`config.mk`:
```
export PLATFORM = sky130hd
export DESIGN_NAME = tmr_evtgen
export DESIGN_NICKNAME = d
export VERILOG_FILES = /design/src/rtl/tmr_evt_pkg.sv /design/src/rtl/tmr_evt_req.sv /design/src/rtl/tmr_evt_flags.sv /design/src/rtl/tmr_evt_chcfg.sv /design/src/rtl/tmr_evtgen.sv
export SDC_FILE = /design/constraint.sdc
export NUM_CORES = 1
export LEC_CHECK = 0
export ABC_AREA = 1
export ABC_CLOCK_PERIOD_IN_PS = 2800
export BUFFER_PORTS_ARGS = -buffer_cell sky130_fd_sc_hd__buf_2
export CAP_MARGIN = 20
export CORE_MARGIN = 4
export CORE_UTILIZATION = 45
export DETAILED_ROUTE_END_ITERATION = 6
export PLACE_DENSITY_LB_ADDON = 0.1
export SLEW_MARGIN = 15
export SYNTH_ARGS = -nofsm -noshare
export SYNTH_HDL_FRONTEND = slang
export SYNTH_SLANG_ARGS = --single-unit
```
`constraint.sdc`:
```
create_clock -name clk -period 2.8 [get_ports clk]
set_clock_uncertainty 0.15 [all_clocks]
set_input_delay 0.56 -clock clk [delete_from_list [all_inputs] [get_ports clk]]
set_output_delay 0.56 -clock clk [all_outputs]
set_load 0.05 [all_outputs]
```
`src/rtl/tmr_evt_pkg.sv`:
```
package tmr_evt_pkg;
  localparam int NEVT    = 9;
  localparam int EV_UPD  = 0;
  localparam int EV_COM  = 5;
  localparam int EV_TRG  = 6;
  localparam int EV_BRK  = 7;
  localparam int EV_BRK2 = 8;

  localparam logic [7:0] OFF_CTRL = 8'h04;
  localparam logic [7:0] OFF_CFG  = 8'h08;
  localparam logic [7:0] OFF_IEN  = 8'h0C;
  localparam logic [7:0] OFF_STAT = 8'h10;
  localparam logic [7:0] OFF_EVT  = 8'h14;

  localparam int DMA_EN_LSB = 16;
  // events allowed to request DMA: all except second break
  localparam logic [NEVT-1:0] DMA_CAPABLE = 9'h0FF;
endpackage

```
`src/rtl/tmr_evt_req.sv`:
```
module tmr_evt_req
  import tmr_evt_pkg::*;
(
  input  logic            clk,
  input  logic            rst_n,
  input  logic            req_we,
  input  logic [NEVT-1:0] req_bits,
  output logic [NEVT-1:0] pulse
);
  logic [NEVT-1:0] pulse_d;

  // request bits self-clear: they live exactly one cycle
  always_comb begin
    pulse_d = '0;
    if (req_we) pulse_d = req_bits;
  end

  always_ff @(posedge clk or negedge rst_n) begin
    if (!rst_n) pulse <= '0;
    else        pulse <= pulse_d;
  end
endmodule

```
`src/rtl/tmr_evt_flags.sv`:
```
module tmr_evt_flags
  import tmr_evt_pkg::*;
(
  input  logic            clk,
  input  logic            rst_n,
  input  logic [NEVT-1:0] set_evt,
  input  logic            clr_we,
  input  logic [NEVT-1:0] clr_keep,
  input  logic [NEVT-1:0] irq_en,
  input  logic [NEVT-1:0] dma_en,
  output logic [NEVT-1:0] flags,
  output logic            irq,
  output logic [NEVT-1:0] dma_req
);
  logic [NEVT-1:0] flags_d;
  logic [NEVT-1:0] dma_d;

  always_comb begin
    flags_d = flags;
    if (clr_we) flags_d = flags & clr_keep;
    flags_d = flags_d | set_evt;             // set beats clear
    dma_d   = set_evt & dma_en & DMA_CAPABLE;
  end

  always_ff @(posedge clk or negedge rst_n) begin
    if (!rst_n) begin
      flags   <= '0;
      dma_req <= '0;
    end else begin
      flags   <= flags_d;
      dma_req <= dma_d;
    end
  end

  assign irq = |(flags & irq_en);
endmodule

```
`src/rtl/tmr_evt_chcfg.sv`:
```
module tmr_evt_chcfg #(
  parameter int NCH   = 4,
  parameter int NCOMP = 3,
  parameter int CW    = 5,
  localparam int CFGW = NCH * CW
) (
  input  logic            clk,
  input  logic            rst_n,
  input  logic            cfg_we,
  input  logic [CFGW-1:0] cfg_wdata,
  input  logic            ccpc,
  input  logic            com,
  output logic [CFGW-1:0] pre_q,
  output logic [CFGW-1:0] act_q
);
  logic [CFGW-1:0] pre_d;
  logic [CFGW-1:0] act_d;

  always_comb begin
    pre_d = pre_q;
    if (cfg_we) pre_d = cfg_wdata;
  end

  for (genvar g = 0; g < NCH; g++) begin : g_ch
    if (g < NCOMP) begin : g_comp
      always_comb begin
        act_d[g*CW +: CW] = act_q[g*CW +: CW];
        if (com && ccpc)
          act_d[g*CW +: CW] = pre_q[g*CW +: CW];
        else if (cfg_we && !ccpc)
          act_d[g*CW +: CW] = cfg_wdata[g*CW +: CW];
      end
    end else begin : g_plain
      always_comb begin
        act_d[g*CW +: CW] = act_q[g*CW +: CW];
        if (cfg_we) act_d[g*CW +: CW] = cfg_wdata[g*CW +: CW];
      end
    end
  end

  always_ff @(posedge clk or negedge rst_n) begin
    if (!rst_n) begin
      pre_q <= '0;
      act_q <= '0;
    end else begin
      pre_q <= pre_d;
      act_q <= act_d;
    end
  end
endmodule

```
`src/rtl/tmr_evtgen.sv`:
```
module tmr_evtgen
  import tmr_evt_pkg::*;
#(
  parameter int DW    = 32,
  parameter int AW    = 8,
  parameter int NCH   = 4,
  parameter int NCOMP = 3,
  parameter int CW    = 5,
  localparam int CFGW = NCH * CW
) (
  input  logic            clk,
  input  logic            rst_n,
  input  logic            wr_en,
  input  logic [AW-1:0]   wr_addr,
  input  logic [DW-1:0]   wr_data,
  input  logic [AW-1:0]   rd_addr,
  output logic [DW-1:0]   rd_data,
  output logic [NEVT-1:0] evt_pulse,
  output logic [NEVT-1:0] stat_flags,
  output logic            irq,
  output logic [NEVT-1:0] dma_req,
  output logic            moe,
  output logic [CFGW-1:0] act_cfg
);
  logic wr_ctrl, wr_cfg, wr_ien, wr_stat, wr_evt;
  logic moe_q, moe_d, ccpc_q, ccpc_d, brk_hit;
  logic [NEVT-1:0] irq_en_q, irq_en_d, dma_en_q, dma_en_d;
  logic [CFGW-1:0] pre_cfg;
  logic unused_wdata;

  assign wr_ctrl = wr_en && (wr_addr == AW'(OFF_CTRL));
  assign wr_cfg  = wr_en && (wr_addr == AW'(OFF_CFG));
  assign wr_ien  = wr_en && (wr_addr == AW'(OFF_IEN));
  assign wr_stat = wr_en && (wr_addr == AW'(OFF_STAT));
  assign wr_evt  = wr_en && (wr_addr == AW'(OFF_EVT));
  assign unused_wdata = ^wr_data;

  tmr_evt_req u_req (
    .clk(clk), .rst_n(rst_n), .req_we(wr_evt),
    .req_bits(wr_data[NEVT-1:0]), .pulse(evt_pulse)
  );

  tmr_evt_flags u_flags (
    .clk(clk), .rst_n(rst_n), .set_evt(evt_pulse),
    .clr_we(wr_stat), .clr_keep(wr_data[NEVT-1:0]),
    .irq_en(irq_en_q), .dma_en(dma_en_q),
    .flags(stat_flags), .irq(irq), .dma_req(dma_req)
  );

  tmr_evt_chcfg #(.NCH(NCH), .NCOMP(NCOMP), .CW(CW)) u_chcfg (
    .clk(clk), .rst_n(rst_n), .cfg_we(wr_cfg),
    .cfg_wdata(wr_data[CFGW-1:0]), .ccpc(ccpc_q),
    .com(evt_pulse[EV_COM]), .pre_q(pre_cfg), .act_q(act_cfg)
  );

  assign brk_hit = evt_pulse[EV_BRK] | evt_pulse[EV_BRK2];

  always_comb begin
    moe_d  = moe_q;
    ccpc_d = ccpc_q;
    if (wr_ctrl) begin
      moe_d  = wr_data[0];
      ccpc_d = wr_data[1];
    end
    if (brk_hit) moe_d = 1'b0;               // break beats software
    irq_en_d = wr_data[NEVT-1:0];
    dma_en_d = wr_data[DMA_EN_LSB +: NEVT];
  end

  always_ff @(posedge clk or negedge rst_n) begin
    if (!rst_n) begin
      moe_q  <= 1'b0;
      ccpc_q <= 1'b0;
    end else begin
      moe_q  <= moe_d;
      ccpc_q <= ccpc_d;
    end
  end

  always_ff @(posedge clk or negedge rst_n) begin
    if (!rst_n) begin
      irq_en_q <= '0;
      dma_en_q <= '0;
    end else if (wr_ien) begin
      irq_en_q <= irq_en_d;
      dma_en_q <= dma_en_d;
    end
  end

  assign moe = moe_q;

  always_comb begin
    rd_data = '0;
    if (rd_addr == AW'(OFF_CTRL))      rd_data = DW'({ccpc_q, moe_q});
    else if (rd_addr == AW'(OFF_CFG))  rd_data = DW'(pre_cfg);
    else if (rd_addr == AW'(OFF_IEN))  rd_data = (DW'(dma_en_q) << DMA_EN_LSB) | DW'(irq_en_q);
    else if (rd_addr == AW'(OFF_STAT)) rd_data = DW'(stat_flags);
  end
endmodule

```
==> metrics.yaml, run 1 <==
status: "completed"
dieArea_um2: 10600
fin_crit_sh_pct: 93.1
cts_hold_buf: 0
syn_area_um2: 4060
place_congestion: 0.861
die_h_um: 103
r2r_start: "u_req.pulse[5]"
hold_viol_final: 0
postRouteAntennaNets: 0
maxCapViolCount: 0
cts.sink_count: 81
power_density_nw_per_um2: 511
synth_top_area_share_pct: 50.0
vdd_drop_max_v: 0.000301
drive_gt1_share_pct: 30.9
synth_top_area_cell: "dfrtp_1"
placed_cells: 692
multi_input_comb_area_um2: 1590
wirelength_um: 10300
fin_cells: 707
cts_tree: "yes"
firstDrtPassIters: 4
diodes: 0
antenna_found_initial: 0
via_per_inst: 4.89
wl_per_cell_um: 14.6
grt_pass1_wl_um: 16900
io_buffers: 116
setup_violations: 0
fin_crit_ps: 2610
worstMarginPinSlew_ps: 825
arrival_ps: 1900
grt_use_met3_pct: 4.53
setup-tns-final_ps: 0
leakagePower_nw: 2.59
busiest_layer: "met2"
gr-usage-met2_pct: 32.6
seq_area_um2: 2030
met1_usage_pct: 28.7
core.rowCount: 34
cts_buffer_depth: 2
synth_common_cells: "nand2_1, dfrtp_1, inv_1"
synth-seq-cells: 81
crit_path_start: "rd_addr[1]"
yosys_most_used_dff: "dfrtp_1"
worst_setup_path_end_kind: "primary output"
area_delta_synth_final_pct: 19.5
crit_fanout: 18
synthCells: 485
overflow: 0
coreArea_um2: 8760
grt_max_degree: 47
die_x_um: 103
clk_pin_slew_ps: 90
post_cts_buffers: 0
avgSynthCellArea_um2: 8.36
holdCritPathClass: "in -> async"
slew_violations: 0
ys_seq_area_share_pct: 50.0
rsz0062_at_grt: "false"
cp.required_ps: 2090
fillers: 888
grt_pass1_vias: 3329
grtUsageTotal_pct: 20.7
crit_path_start_kind: "input port"
synth.most_common_cell: "nand2_1"
critPathKind: "in -> out"
root_buffer: "clkbuf_8"
slew-limit-headroom_pct: 44.8
start_util_pct: 46.3
cts.htree.levels: 3
nNetsFinal: 646
drt-initial-drc-count: 124
drcViolationCount: 0
dp_hpwl_um: 7430
cts_made_buffers: 9
ctsResizeCount: 0
ios: 132
ys_types: 29
num_vias: 3459
ys_async_sr_fraction_pct: 100
clock_latency_ps: 350
yosysWarnings: 0
max_freq_mhz: 383
synth-edff-count: 0
ys_top_cells_by_area: "dfrtp_1, nand2_1, inv_1"
==> cells by family (layout without fill, tap and decap cells) <==
kind of cell | count (synthesis) | after routing | share of synthesized area, %
AO/OA/AOI/OAI | 70 | 70 | 11.6
buffers and inverters | 98 | 205 | 11.8
flip-flops | 81 | 81 | 50.0
other | 1 | 8 | 0.0924
AND/OR/NAND/NOR | 235 | 235 | 26.6
==> layout by cell type, fill, tap and decap left out, types with 2 or more instances in the layout <==
master / Yosys / layout
dfrtp_1: 81 / 81
conb_1: 1 / 8
nand2_2: 10 / 10
clkbuf_8: 0 / 9
nand2_1: 116 / 116
o21ai_0: 31 / 31
a21oi_2: 6 / 6
o21ai_2: 21 / 21
nor2_1: 39 / 38
buf_2: 4 / 114
a21oi_1: 5 / 5
nor2_4: 2 / 3
buf_4: 15 / 6
o211ai_1: 6 / 6
nor3_1: 8 / 8
nand3_1: 49 / 49
inv_1: 66 / 66
nand4_1: 4 / 4
clkinvlp_4: 0 / 3
buf_12: 0 / 2
nand2_4: 2 / 2
==> final timing paths <==
kind	depth (start not counted)	slack, ps	endpoint
max	8	190	rd_data[3]
min	1	40	u_flags.dma_req[5]
max reg2reg	4	950	u_chcfg.act_q[2]
min reg2reg	2	340	u_chcfg.pre_q[2]
max in group asynchronous	2	1840	u_chcfg.act_q[19]
min in group clk	3	290	dma_en_q[5]
==> metrics by stage <==
step	cell area [um2]	total power, mW	utilization [%]	hold slack (ps)	worst slack [ps]
after detailed placement	4650	1.67	53.1	324	117
after global routing	4850	2.59	55.3	72.8	46.1
final	4850	2.48	55.3	35.3	192
after CTS	4840	2.50	55.2	51.2	119
after global placement	4650	1.66	53.1	318	126
after floorplan	4080	1.55	-	114	-97.6
==> per-layer routing <==
metal | up-vias | wire [um]
met5 | - | 0
met2 | 111 | 4860
met1 | 1603 | 4550
met3 | 13 | 770
met4 | 0 | 162
li1 | 1732 | -
==> cell type report <==
| type | count | area share (%) |
|---|---|---|
| multi-input combinational | 313 | 32.7 |
| tap | 108 | 2.79 |
| timing repair buffer | 123 | 13.7 |
| clock buffer | 10 | 2.63 |
| inverter | 67 | 5.19 |
| sequential | 81 | 41.8 |
| clock inverter | 5 | 1.19 |
==> state kept, by name, indices dropped and copies added, names as in the netlist <==
name and cells:
moe 1, dma_en_q 9, u_chcfg.act_q 20, u_flags.flags 9, u_chcfg.pre_q 15, u_req.pulse 9, ccpc_q 1, u_flags.dma_req 8
irq_en_q 9
==> where the power goes <==
part	internal, mW	switching [mW]
sequential	1.22	0.0354
combinational	0.101	0.286
clock	0.406	0.429
==> worst max-delay path, cell delays in order <==
cell	delay (ps)
buf_2	90
nor2_1	150
inv_1	110
nor2_4	180
buf_4	270
nand3_1	100
o211ai_1	120
buf_2	300
Power figures use the tool's default switching activity.
==> run 2: changes to the inputs <==
SETUP_SLACK_MARGIN = 0.3   (was not set)
==> run 2 against run 1 <==
  * Die area stayed put
  * Critical path depth unchanged
  * Critical path type unchanged
  * Largest cell class unchanged
  * Worst hold slack improved by 21 ps
==> metrics.yaml, run 2 (synthesis gave the netlist of run 1 again) <==
preCtsSetupSlack_ps: 251  # was 117 ps
max_stage_delay_ps: 290  # was 300 ps
cts_buffer_depth: 2  # unchanged
nNetsFinal: 648  # was 646
placed_cells: 694  # was 692
worstRegToRegCells: 4  # unchanged
seq_area_um2: 2030  # unchanged
reg_top3: "u_chcfg.act_q x20, u_chcfg.pre_q x15"  # unchanged
setup-tns-final_ps: 0  # unchanged
setup_violations: 0  # unchanged
fin_crit_ps: 2430  # was 2610 ps
wirelength_um: 10000  # was 10300 um
fin_area_um2: 4870  # was 4850 um2
crit_slowest_cell: "buf_2"  # unchanged
hold_viol_final: 0  # unchanged
num_vias: 3447  # was 3459
diodes: 0  # unchanged
drt-initial-drc-count: 80  # was 124
die_x_um: 103  # unchanged
antenna_found_initial: 0  # unchanged
place_area_um2: 4660  # was 4650 um2
power_density_nw_per_um2: 492  # was 511 nW/um2
grt_max_degree: 49  # was 47
setup_slack_ps: 368  # was 192 ps
cts.sink_count: 81  # unchanged
drcViolationCount: 0  # unchanged
coreArea_um2: 8760  # unchanged
worstMarginPinSlew_ps: 829  # was 825 ps
utilization_pct: 55.6  # was 55.3%
via_per_inst: 4.86  # was 4.89
fin_cells: 709  # was 707
postRouteAntennaNets: 0  # unchanged
core.rowCount: 34  # unchanged
start_util_pct: 46.3  # unchanged
area_delta_synth_final_pct: 20.1  # was 19.5%
io_buffers: 116  # unchanged
crit_top_cell: "buf_2"  # unchanged
maxCapViolCount: 0  # unchanged
leakagePower_nw: 2.60  # was 2.59 nW
holdCritPathClass: "in -> async"  # unchanged
grt_pass1_vias: 3303  # was 3329
clock_latency_ps: 340  # was 350 ps
vdd_drop_max_v: 0.000259  # was 0.000301 V
status: "completed"  # unchanged
largest-register: "u_chcfg.act_q"  # unchanged
multi_input_comb_area_um2: 1610  # was 1590 um2
crit_path_start_kind: "input port"  # unchanged
final_common_cell: "nand2_1"  # unchanged
worst_setup_path_end_kind: "primary output"  # unchanged
fillers: 880  # was 888
clk_pin_slew_ps: 90  # about the same
rrSetupSlack_ps: 980  # was 950 ps
cts_tree: "yes"  # unchanged
place_congestion: 0.792  # was 0.861
whs_ps: 56.0  # was 35.3 ps
total_power_mw: 2.40  # was 2.48 mW
crit_fanout: 19  # was 18
grtUsageTotal_pct: 19.8  # was 20.7%
dieArea_um2: 10600  # unchanged
overflow: 0  # unchanged
critPathKind: "in -> out"  # unchanged
arrival_ps: 1720  # was 1900 ps
cp.required_ps: 2090  # about the same
ios: 132  # unchanged
largest_register_ffs: 20  # unchanged
slew_violations: 0  # unchanged
rsz0062_at_grt: "false"  # unchanged
wl_per_cell_um: 14.1  # was 14.6 um
cts_made_buffers: 9  # unchanged
root_buffer: "clkbuf_8"  # unchanged
firstDrtPassIters: 6  # was 4
slew-limit-headroom_pct: 44.5  # was 44.8%
fin_crit_sh_pct: 86.8  # was 93.1%
die_h_um: 103  # unchanged
grt_pass1_wl_um: 16100  # was 16900 um
reg2reg_to: "u_chcfg.act_q[1]"  # was u_chcfg.act_q[2]
post_cts_buffers: 0  # unchanged
drive_gt1_share_pct: 32.6  # was 30.9%
crit_path_cell_trace: "buf_2 -> nor2_4 -> inv_2 -> nor2_2 -> buf_4 -> nand3_1 -> nand4_1 -> buf_2"  # was buf_2 -> nor2_1 -> inv_1 -> nor2_4 -> buf_4 -> nand3_1 -> o211ai_1 -> buf_2
r2r_start: "ccpc_q"  # was u_req.pulse[5]
cts.htree.levels: 3  # unchanged
dp_hpwl_um: 7260  # was 7430 um
max_freq_mhz: 411  # was 383 MHz
mostFrequentLayoutCells: "nand2_1, buf_2, dfrtp_1"  # unchanged
[run 2: cell types whose count changed in the layout (fill, tap and decap cells not counted), sizes merged]
cell      before  now
clkbuf        11   15
buf          122  119
clkinv         1    3
clkinvlp       3    1
inv           67   69
bufinv         1    0
[run 2: worst max-delay path: cells and delay by family]
family	cells	cell delay (ps)
buf+inv	4	690
simple gates	4	470
[run 2: how the worst max path moves through the flow]
| stage | from | endpoint | slack (ps) | cells after the start |
|---|---|---|---|---|
| floorplan | rd_addr[1] | rd_data[10] | 20 | 6 |
| global placement | rd_addr[5] | rd_data[3] | 250 | 7 |
| detailed placement | rd_addr[5] | rd_data[3] | 250 | 7 |
| CTS | rd_addr[5] | rd_data[3] | 300 | 7 |
| global route | rd_addr[5] | rd_data[3] | 290 | 7 |
| finish | rd_addr[1] | rd_data[1] | 370 | 8 |
[run 2: power breakdown]
part	internal, mW	switching (mW)	leakage, nW
combinational	0.101	0.286	1.54
sequential	1.22	0.0371	0.981
clock	0.322	0.431	0.0859
total	1.64	0.754	2.60
[run 2: routing by layer]
layer  global-route usage (%)  share of wire, %  vias to the layer above
met3                     4.94               6.2                       11
met2                     31.5                47                      105
met4                     5.48               1.3                        0
met5                        0                 0                        -
li1                         -                 -                     1727
met1                     27.1                45                     1604
[run 2: final cells by class]
type	instances	area share (%)
repair buffers	125	13.9
flip-flops and latches	81	41.6
well taps	108	2.77
multi-input cells	313	33.1
clock inverters	6	0.899
inverters	67	5.16
clock buffers	9	2.54
[run 2: repair_timing]
item	CTS	global route
hold buffers	0	0
endpoints found under the setup margin	8	16
resized for setup	3	15
pin swaps	0	2
